## config.mk

```make
export PLATFORM = sky130hd
export DESIGN_NAME = pattern_group_bist
export DESIGN_NICKNAME = d
export VERILOG_FILES = /design/src/rtl/pgb_pkg.sv /design/src/rtl/pgb_lfsr.sv /design/src/rtl/pgb_adder.sv /design/src/rtl/pgb_eq_cmp.sv /design/src/rtl/pgb_misr.sv /design/src/rtl/pattern_group_bist.sv
export SDC_FILE = /design/constraint.sdc
export NUM_CORES = 1
export LEC_CHECK = 0
export CAP_MARGIN = 10
export CORE_MARGIN = 4
export CORE_UTILIZATION = 57
export CTS_CLUSTER_SIZE = 20
export DETAILED_ROUTE_END_ITERATION = 6
export GPL_ROUTABILITY_DRIVEN = 1
export PLACE_DENSITY = 0.87
export SLEW_MARGIN = 20
export SYNTH_ARGS = -nofsm -noshare
export SYNTH_HDL_FRONTEND = slang
export SYNTH_SLANG_ARGS = --single-unit
```

## constraint.sdc

```tcl
create_clock -name clk -period 4.6 [get_ports clk]
set_clock_uncertainty 0.15 [all_clocks]
set_input_delay 0.46 -clock clk [delete_from_list [all_inputs] [get_ports clk]]
set_output_delay 0.46 -clock clk [all_outputs]
set_load 0.03 [all_outputs]
```

## src/rtl/pgb_pkg.sv

```systemverilog
package pgb_pkg;

  typedef enum logic [0:0] {
    ST_IDLE = 1'b0,
    ST_RUN  = 1'b1
  } run_state_t;

  // one right-shift step of a Galois generator, operands zero-extended to 32 bits
  function automatic logic [31:0] galois_step(input logic [31:0] s, input logic [31:0] mask);
    galois_step = (s >> 1) ^ ({32{s[0]}} & mask);
  endfunction

  // signature register step: generator step folded with incoming data
  function automatic logic [31:0] misr_step(input logic [31:0] s, input logic [31:0] mask,
                                            input logic [31:0] d);
    misr_step = galois_step(s, mask) ^ d;
  endfunction

endpackage

```

## src/rtl/pgb_lfsr.sv

```systemverilog
module pgb_lfsr #(
  parameter int W = 8,
  parameter logic [W-1:0] TAPS = 8'hB8,
  parameter logic [W-1:0] SEED = 8'h01
) (
  input  logic         clk,
  input  logic         rst_n,
  input  logic         load,
  input  logic         advance,
  output logic [W-1:0] q
);
  logic [W-1:0] q_next;

  always_comb q_next = W'(pgb_pkg::galois_step(32'(q), 32'(TAPS)));

  always_ff @(posedge clk or negedge rst_n) begin
    if (!rst_n)       q <= SEED;
    else if (load)    q <= SEED;
    else if (advance) q <= q_next;
  end

  assert_gen_nonzero_R3: assert property (@(posedge clk) disable iff (!rst_n) q != '0);
  assert_gen_seeded_R2: assert property (@(posedge clk) disable iff (!rst_n) load |=> q == SEED);

endmodule

```

## src/rtl/pgb_adder.sv

```systemverilog
module pgb_adder #(
  parameter int W = 8
) (
  input  logic [W-1:0] a,
  input  logic [W-1:0] b,
  input  logic         defect,
  output logic [W-1:0] sum
);
  always_comb sum = (a + b) ^ {{(W-1){1'b0}}, defect};
endmodule

```

## src/rtl/pgb_eq_cmp.sv

```systemverilog
module pgb_eq_cmp #(
  parameter int N = 3,
  parameter int W = 8
) (
  input  logic [N-1:0][W-1:0] vals,
  output logic                differ,
  output logic [W-1:0]        agreed
);
  logic [N-1:0] neq;

  assign neq[0] = 1'b0;
  for (genvar i = 1; i < N; i++) begin : g_cmp
    assign neq[i] = (vals[i] != vals[0]);
  end

  assign differ = |neq;
  assign agreed = vals[0];

  always_comb begin
    if (!differ) begin
      for (int j = 0; j < N; j++) begin
        assert_agree_R5: assert (vals[j] == vals[N-1]);
      end
    end
  end
endmodule

```

## src/rtl/pgb_misr.sv

```systemverilog
module pgb_misr #(
  parameter int W = 8,
  parameter logic [W-1:0] TAPS = 8'h95
) (
  input  logic         clk,
  input  logic         rst_n,
  input  logic         clear,
  input  logic         capture,
  input  logic [W-1:0] din,
  output logic [W-1:0] q
);
  logic [W-1:0] q_next;

  always_comb q_next = W'(pgb_pkg::misr_step(32'(q), 32'(TAPS), 32'(din)));

  always_ff @(posedge clk or negedge rst_n) begin
    if (!rst_n)       q <= '0;
    else if (clear)   q <= '0;
    else if (capture) q <= q_next;
  end

  assert_sig_cleared_R2: assert property (@(posedge clk) disable iff (!rst_n) clear |=> q == '0);
  assert_sig_hold_R4: assert property (@(posedge clk) disable iff (!rst_n)
                                       (!clear && !capture) |=> $stable(q));

endmodule

```

## src/rtl/pattern_group_bist.sv

```systemverilog
module pattern_group_bist #(
  parameter int WIDTH = 8,
  parameter int NMOD  = 3,
  parameter int LEN_W = 16,
  parameter logic [WIDTH-1:0] LEFT_TAPS  = 8'hB8,
  parameter logic [WIDTH-1:0] LEFT_SEED  = 8'h01,
  parameter logic [WIDTH-1:0] RIGHT_TAPS = 8'h8E,
  parameter logic [WIDTH-1:0] RIGHT_SEED = 8'hA5,
  parameter logic [WIDTH-1:0] MISR_TAPS  = 8'h95
) (
  input  logic             clk,
  input  logic             rst_n,
  input  logic             start,
  input  logic [LEN_W-1:0] test_len,
  input  logic [WIDTH-1:0] expect_sig,
  input  logic [NMOD-1:0]  defect_en,
  output logic             busy,
  output logic             done,
  output logic             pass,
  output logic             err,
  output logic [WIDTH-1:0] signature
);
  import pgb_pkg::*;

  localparam int CNT_W = LEN_W + 1;

  run_state_t            state;
  logic [LEN_W-1:0]      len_q;
  logic [WIDTH-1:0]      exp_q;
  logic [CNT_W-1:0]      cnt;
  logic [CNT_W-1:0]      cnt_inc;
  logic                  launch;
  logic                  step;
  logic                  last_pat;
  logic                  differ;
  logic [WIDTH-1:0]      agreed;
  logic [WIDTH-1:0]      sig_next;
  logic [WIDTH-1:0]      left_op;
  logic [WIDTH-1:0]      right_op;
  logic [NMOD-1:0][WIDTH-1:0] mod_out;

  assign busy     = (state == ST_RUN);
  assign launch   = (state == ST_IDLE) && start;
  assign cnt_inc  = cnt + 1'b1;
  assign last_pat = busy && (cnt_inc >= {1'b0, len_q});
  assign step     = busy && !differ;
  assign sig_next = WIDTH'(misr_step(32'(signature), 32'(MISR_TAPS), 32'(agreed)));

  pgb_lfsr #(.W(WIDTH), .TAPS(LEFT_TAPS), .SEED(LEFT_SEED)) u_gen_left (
    .clk(clk), .rst_n(rst_n), .load(launch), .advance(step), .q(left_op)
  );

  pgb_lfsr #(.W(WIDTH), .TAPS(RIGHT_TAPS), .SEED(RIGHT_SEED)) u_gen_right (
    .clk(clk), .rst_n(rst_n), .load(launch), .advance(step), .q(right_op)
  );

  for (genvar m = 0; m < NMOD; m++) begin : g_mod
    pgb_adder #(.W(WIDTH)) u_add (
      .a(left_op), .b(right_op), .defect(defect_en[m]), .sum(mod_out[m])
    );
  end

  pgb_eq_cmp #(.N(NMOD), .W(WIDTH)) u_cmp (
    .vals(mod_out), .differ(differ), .agreed(agreed)
  );

  pgb_misr #(.W(WIDTH), .TAPS(MISR_TAPS)) u_sig (
    .clk(clk), .rst_n(rst_n), .clear(launch), .capture(step), .din(agreed), .q(signature)
  );

  always_ff @(posedge clk or negedge rst_n) begin
    if (!rst_n) begin
      state <= ST_IDLE;
      len_q <= '0;
      exp_q <= '0;
      cnt   <= '0;
      done  <= 1'b0;
      pass  <= 1'b0;
      err   <= 1'b0;
    end else begin
      done <= 1'b0;
      case (state)
        ST_IDLE: begin
          if (start) begin
            state <= ST_RUN;
            len_q <= test_len;
            exp_q <= expect_sig;
            cnt   <= '0;
            pass  <= 1'b0;
            err   <= 1'b0;
          end
        end
        ST_RUN: begin
          if (differ) begin
            state <= ST_IDLE;
            done  <= 1'b1;
            err   <= 1'b1;
            pass  <= 1'b0;
          end else if (last_pat) begin
            state <= ST_IDLE;
            done  <= 1'b1;
            pass  <= (sig_next == exp_q);
          end else begin
            cnt <= cnt_inc;
          end
        end
        default: state <= ST_IDLE;
      endcase
    end
  end

  assert_done_pulse_R2: assert property (@(posedge clk) disable iff (!rst_n) done |=> !done);
  assert_done_ends_run_R2: assert property (@(posedge clk) disable iff (!rst_n) done |-> !busy);
  assert_stop_on_mismatch_R5: assert property (@(posedge clk) disable iff (!rst_n)
                                               (busy && differ) |=> (!busy && err && done));
  assert_sig_frozen_R5: assert property (@(posedge clk) disable iff (!rst_n)
                                         (busy && differ) |=> $stable(signature));
  assert_pass_clean_R6: assert property (@(posedge clk) disable iff (!rst_n) !(pass && err));
  assert_idle_hold_R6: assert property (@(posedge clk) disable iff (!rst_n)
                                        (!busy && !start) |=>
                                        ($stable(signature) && $stable(pass) && $stable(err)));
  assert_start_ignored_R7: assert property (@(posedge clk) disable iff (!rst_n)
                                            (busy && start && !differ && !last_pat) |=>
                                            (busy && cnt == $past(cnt_inc)));

endmodule

```

==> flow_metrics.tcl, run 1 <==
set metrics [dict create \
    path_clk_slew_ns 0.08 \
    die_area_um2 8710 \
    synthCells 422 \
    critPathLaunchType "flop" \
    drt_first_pass_iters 4 \
    rows 30 \
    tns_ns 0 \
    drv_slew 0 \
    crit_chain "ha_1 > nand4_2 > nor2_1 > nand4_1 > or2_2 > nand2_1 > ha_1 > a21o_1 > a221oi_2 > nand4_2 > and2_1 > a211o_1" \
    status "completed" \
    cts_buffers 9 \
    ant_nets 0 \
    place_ws_ns 0.466 \
    grt_max_degree 70 \
    cts_tree "built" \
    slew_headroom 0.431 \
    synth-main-ff-cell "dfrtp_1" \
    io_buffers 41 \
    antennaDiodeCount 0 \
    synth_area_leaders "dfrtp_1, xnor2_1, ha_1" \
    min_path_type "in2async" \
    setup_viol 0 \
    multi_input_area_um2 2220 \
    route.detailed.drc 0 \
    wl_mm 8.86 \
    cts.sink_count 69 \
    hpwl_mm 6.46 \
    cp_num_buf_inv 0 \
    final_hold_viol_count 0 \
    cts_setup_buffers 0 \
    layout-drive-gt1-share 0.150 \
    p_per_area_nw_per_um2 393 \
    grt_pass1_vias 3220 \
    avgSynthCellArea_um2 9.83 \
    grt_antenna_before_repair 0 \
    fillCellCount 517 \
    grt_setup_unrepaired "false" \
    fin_crit_ns 4.23 \
    start_util 0.597 \
    cp_data_arrival_time_ns 4.31 \
    wl_per_cell_um 16.0 \
    netlist_area_um2 4150 \
    vias_per_cell 5.73 \
    layout_common_cells "dfrtp_1, nand2_1, clkdlybuf4s50_1" \
    crit_fanout 32 \
    fin_ws_ns 0.375 \
    synth_top_cell_area_share 0.386 \
    path_delay_family "simple AND/OR/NAND/NOR gates" \
    critPathSlowestCell "nand4_2" \
    cts_resized 0 \
    ys_types 52 \
    area_delta_synth_final_pct 15.7 \
    end_kind "flop" \
    ctsHoldBuffers 0 \
    final_common_cell "dfrtp_1" \
    p_leak_uw 0.00226 \
    grt_overflow 0 \
    dieWidth_um 93.3 \
    grt_pass1_wl_mm 15.1 \
    seq_area_um2 1730 \
    drtIter0Drc 161 \
    fp.coreArea_um2 6940 \
    peakVddDrop_mv 0.338 \
    track_usage 0.221 \
    cp.required_ns 4.68 \
    worstSetupPathType "reg2reg" \
    clockBufferDepth 2 \
    cts-root-buf "clkbuf_8" \
    pin_count 42 \
    clk_latency_ns 0.35 \
    worst-slew-pin-transition_ns 0.854 \
    whs_ns 0.151 \
    yosysSeqAreaShare 0.418 \
    synth_nets 477 \
    fmax_ghz 0.237 \
    yosysWarnings 0 \
    synth_edf_count 0 \
    fin_crit_sh 0.918 \
    die_h_um 93.3 \
    nNetsFinal 509 \
    yosysTopAreaCell "dfrtp_1" \
    async_flop_share 1.00 \
    finalWeightedCongestion 0.846 \
    ys_seq_elements 69 \
    vias 3180 \
    htreeDepth 3 \
    cpPeakStageDelay_ns 0.65 \
    max_cap_violations 0 \
]
## layout make-up
cell class,count,area share
clock buffer,13,0.0352
clock inverter,3,0.00886
inverter,24,0.0188
multi-input combinational,306,0.462
sequential,69,0.361
tap,96,0.0250
timing repair buffer,44,0.0891
## worst paths after layout
path / start / endpoint / slack (ns) / cells past startpoint
setup / recovery: cnt[0] / cnt[5] / 0.37 / 12
hold / removal: rst_n / len_q[6] / 0.15 / 2
setup reg to reg: cnt[0] / cnt[5] / 0.37 / 12
hold reg to reg: len_q[15] / len_q[15] / 0.36 / 1
max in group asynchronous: rst_n / exp_q[1] / 3.58 / 2
min in group clk: len_q[15] / len_q[15] / 0.36 / 1
## routing by layer
metal	global-route usage	wire length, um	up-vias
met3	0.0531	374	24
met4	0.0965	271	0
met1	0.279	3700	1546
met5	0	0	-
li1	-	-	1522
met2	0.360	4510	88
## kinds of logic after synthesis
| logic type | share of synthesized area |
|---|---|
| and+or+nand+nor | 0.174 |
| DFF | 0.418 |
| AOI/OAI and AO/OA | 0.112 |
| buffers and inverters | 0.0489 |
| xor gates and xnor gates | 0.105 |
| adders and majority gates | 0.0772 |
| muxes | 0.0651 |
## worst reg2reg max path: stages, from the launching register on
cell	delay [ns]
dfrtp_1	0.45
ha_1	0.26
nand4_2	0.14
nor2_1	0.24
nand4_1	0.13
or2_2	0.30
nand2_1	0.08
ha_1	0.28
a21o_1	0.19
a221oi_2	0.33
nand4_2	0.65
and2_1	0.57
a211o_1	0.35
## registers in the layout, summed over array words and instances (netlist names)
| name | cells |
|---|---|
| u_gen_left.q | 8 |
| cnt | 17 |
| exp_q | 8 |
| len_q | 16 |
| pass | 1 |
| err | 1 |
| done | 1 |
| u_gen_right.q | 8 |
| busy | 1 |
| u_sig.q | 8 |
## where the power goes
| part | internal [uW] | switching, uW |
|---|---|---|
| Combinational | 284 | 309 |
| Sequential | 691 | 75.7 |
| Clock | 295 | 235 |
| Total | 1270 | 619 |
## through the flow
step,cell area (um2),power (uW),cells,util
2_1_floorplan,4150,1190,422,-
3_3_place_gp,4590,1340,539,0.661
4_1_cts,4800,1900,555,0.692
6_report,4800,1890,555,0.692
3_5_place_dp,4590,1360,539,0.661
5_1_grt,4800,2000,555,0.692
## Yosys cell counts (all sizes together) (6+ instances only)
library cell and number:
a211o 7, a21o 6, a21oi 15, buf 10
clkbuf 13, dfrtp 64, ha 24, inv 24
mux2 24, nand2 48, nand3 38, nand4 11
nor2 15, nor3 11, o21ai 21, xnor2 37
Power figures use the tool's default switching activity.
==> run 2, diff against run 1 <==
Settings changed: PLACE_DENSITY 0.87 to 0.83.
==> run 2 against run 1 <==
Against the previous run: setup slack gained 0.23 ns; total power grew 3.3%; routed wire length fell by 3.9%; die area unchanged; sequential share of layout area down 0.26 points; combinational power down 2%; global-route usage is 0.76 points lower; sequential cell count unchanged; count of clock-buffer cells in the layout decreased by 3.
==> flow_metrics.tcl, run 2 (synthesis results as in run 1) <==
set metrics [dict create \
    fin_util 0.697 \
    min_path_type "in2async" \
    grt_max_degree 70 \
    cts_setup_buffers 0 \
    final_cells 556 \
    cts_tree "built" \
    p_int_uw 1340 \
    fillCellCount 517 \
    cts_resized 0 \
    layout_common_cells "dfrtp_1, nand2_1, clkdlybuf4s50_1" \
    cpPeakStageDelay_ns 0.50 \
    setup_viol 0 \
    peakVddDrop_mv 0.220 \
    end_kind "flop" \
    startpoint "cnt[2]" \
    cts.sink_count 69 \
    drt_first_pass_iters 5 \
    power.share.sequential 0.393 \
    critPathSlowestCell "nor4_1" \
    slew_headroom 0.427 \
    finalPower_uw 1950 \
    crit_chain "nand2_1 > nor3_1 > nand3_1 > o21ai_0 > nand2_1 > ha_1 > nand3_1 > nor4_1 > o41ai_2 > nand4_2 > buf_4 > nor3_1 > a211o_1" \
    fp.coreArea_um2 6940 \
    met3_usage 0.0426 \
    path_clk_slew_ns 0.08 \
    cp_num_buf_inv 1 \
    route.detailed.drc 0 \
    drtIter0Drc 152 \
    clockBufferDepth 2 \
    largest-register "cnt" \
    reg2reg_depth 13 \
    track_usage 0.213 \
    die_area_um2 8710 \
    power_switching_uw 617 \
    place_ws_ns 0.620 \
    drv_slew 0 \
    grt_antenna_before_repair 0 \
    final_hold_viol_count 0 \
    fmax_ghz 0.250 \
    crit_fanout 17 \
    largest_register_ff_count 17 \
    vias_per_cell 5.66 \
    busiest_layer "met2" \
    swShare 0.316 \
    cp.required_ns 4.70 \
    path_delay_family "simple AND/OR/NAND/NOR gates" \
    cts-root-buf "clkbuf_8" \
    worst-slew-pin-transition_ns 0.859 \
    grt_pass1_wl_mm 14.8 \
    r2r_start "cnt[2]" \
    wl_per_cell_um 15.3 \
    final_common_cell "dfrtp_1" \
    area_delta_synth_final_pct 16.6 \
    max_cap_violations 0 \
    ctsHoldBuffers 0 \
    tns_ns 0 \
    globalRouteMet2Util 0.357 \
    fin_crit_sh 0.869 \
    rows 30 \
    crit_cells 13 \
    fin_ws_ns 0.605 \
    pin_count 42 \
    htreeDepth 3 \
    io_buffers 41 \
    grt_pass1_vias 3178 \
    grt_overflow 0 \
    reg.largest.list "cnt (17), len_q (16)" \
    met1_usage 0.270 \
    cp_data_arrival_time_ns 4.09 \
    hpwl_mm 5.96 \
    critPathLaunchType "flop" \
    antennaDiodeCount 0 \
    fin_crit_ns 4.00 \
    dieWidth_um 93.3 \
    vias 3149 \
    status "completed" \
    clk_latency_ns 0.36 \
    grt_setup_unrepaired "false" \
    power_frac_comb 0.299 \
    crit_path_end "cnt[12]" \
    clockPowerShare 0.308 \
    wl_mm 8.51 \
    finalWeightedCongestion 0.872 \
    nNetsFinal 510 \
    worstSetupPathType "reg2reg" \
    timing.rr.end "cnt[12]" \
    p_per_area_nw_per_um2 404 \
    p_leak_uw 0.00227 \
    die_h_um 93.3 \
    cts_buffers 9 \
    dpl.cell_count 540 \
    start_util 0.597 \
    ant_nets 0 \
    ff2ff_setup_slack_ns 0.60 \
    layout-drive-gt1-share 0.152 \
]
==> run 2: cell count changes in the layout (fill, tap and decap cells not counted), sizes merged <==
cell	previous run	this run
buf	4	5
bufinv	1	3
clkbuf	13	10
clkinv	1	2
==> run 2: final cells by class <==
type / count / area [um2] / area share
multi-input cells: 306 / 2220 / 0.459
flip-flops and latches: 69 / 1730 / 0.358
repair buffers: 45 / 435 / 0.0900
clock buffers: 10 / 128 / 0.0264
well taps: 96 / 120 / 0.0248
clock inverters: 6 / 111 / 0.0230
inverters: 24 / 90.1 / 0.0186
==> run 2: layer usage <==
metal | vias up | wire length, um
met2 | 87 | 4290
met5 | - | 0
met4 | 0 | 199
met3 | 18 | 310
li1 | 1534 | -
met1 | 1510 | 3700
==> run 2: power by group through the flow <==
stage	clock [uW]	combinational (uW)	sequential, uW
3_3_place_gp	0	562	774
6_report	601	584	767
5_1_grt	638	646	779
3_5_place_dp	0	582	777
2_1_floorplan	0	403	790
4_1_cts	613	587	767
==> run 2: through the flow <==
stage / cell area (um2) / hold slack (ns)
6_report: 4840 / 0.147
2_1_floorplan: 4150 / 0.0144
5_1_grt: 4840 / 0.224
3_3_place_gp: 4600 / 0.337
3_5_place_dp: 4600 / 0.340
4_1_cts: 4840 / 0.174
==> run 2: worst reg2reg max path, delay by kind of cell (launching register included) <==
kind	cells	cell delay, ns
compound gates	3	0.78
flops	1	0.47
fa+ha+maj	1	0.37
simple gates	8	1.85
buf+inv	1	0.28
==> run 2: how the worst min path moves through the flow <==
stage,to,slack (ns),depth (start not counted)
floorplan,busy,0.01,0
global placement,u_gen_right.q[5],0.34,2
detailed placement,u_gen_right.q[4],0.34,2
CTS,len_q[8],0.17,2
global route,cnt[5],0.22,2
finish,len_q[5],0.15,2
==> run 3, diff against run 2 <==
Settings changed: SLEW_MARGIN 20 to unset.
==> results of run 3 <==
Final layout, timing and power as in run 2 (identical DEF).
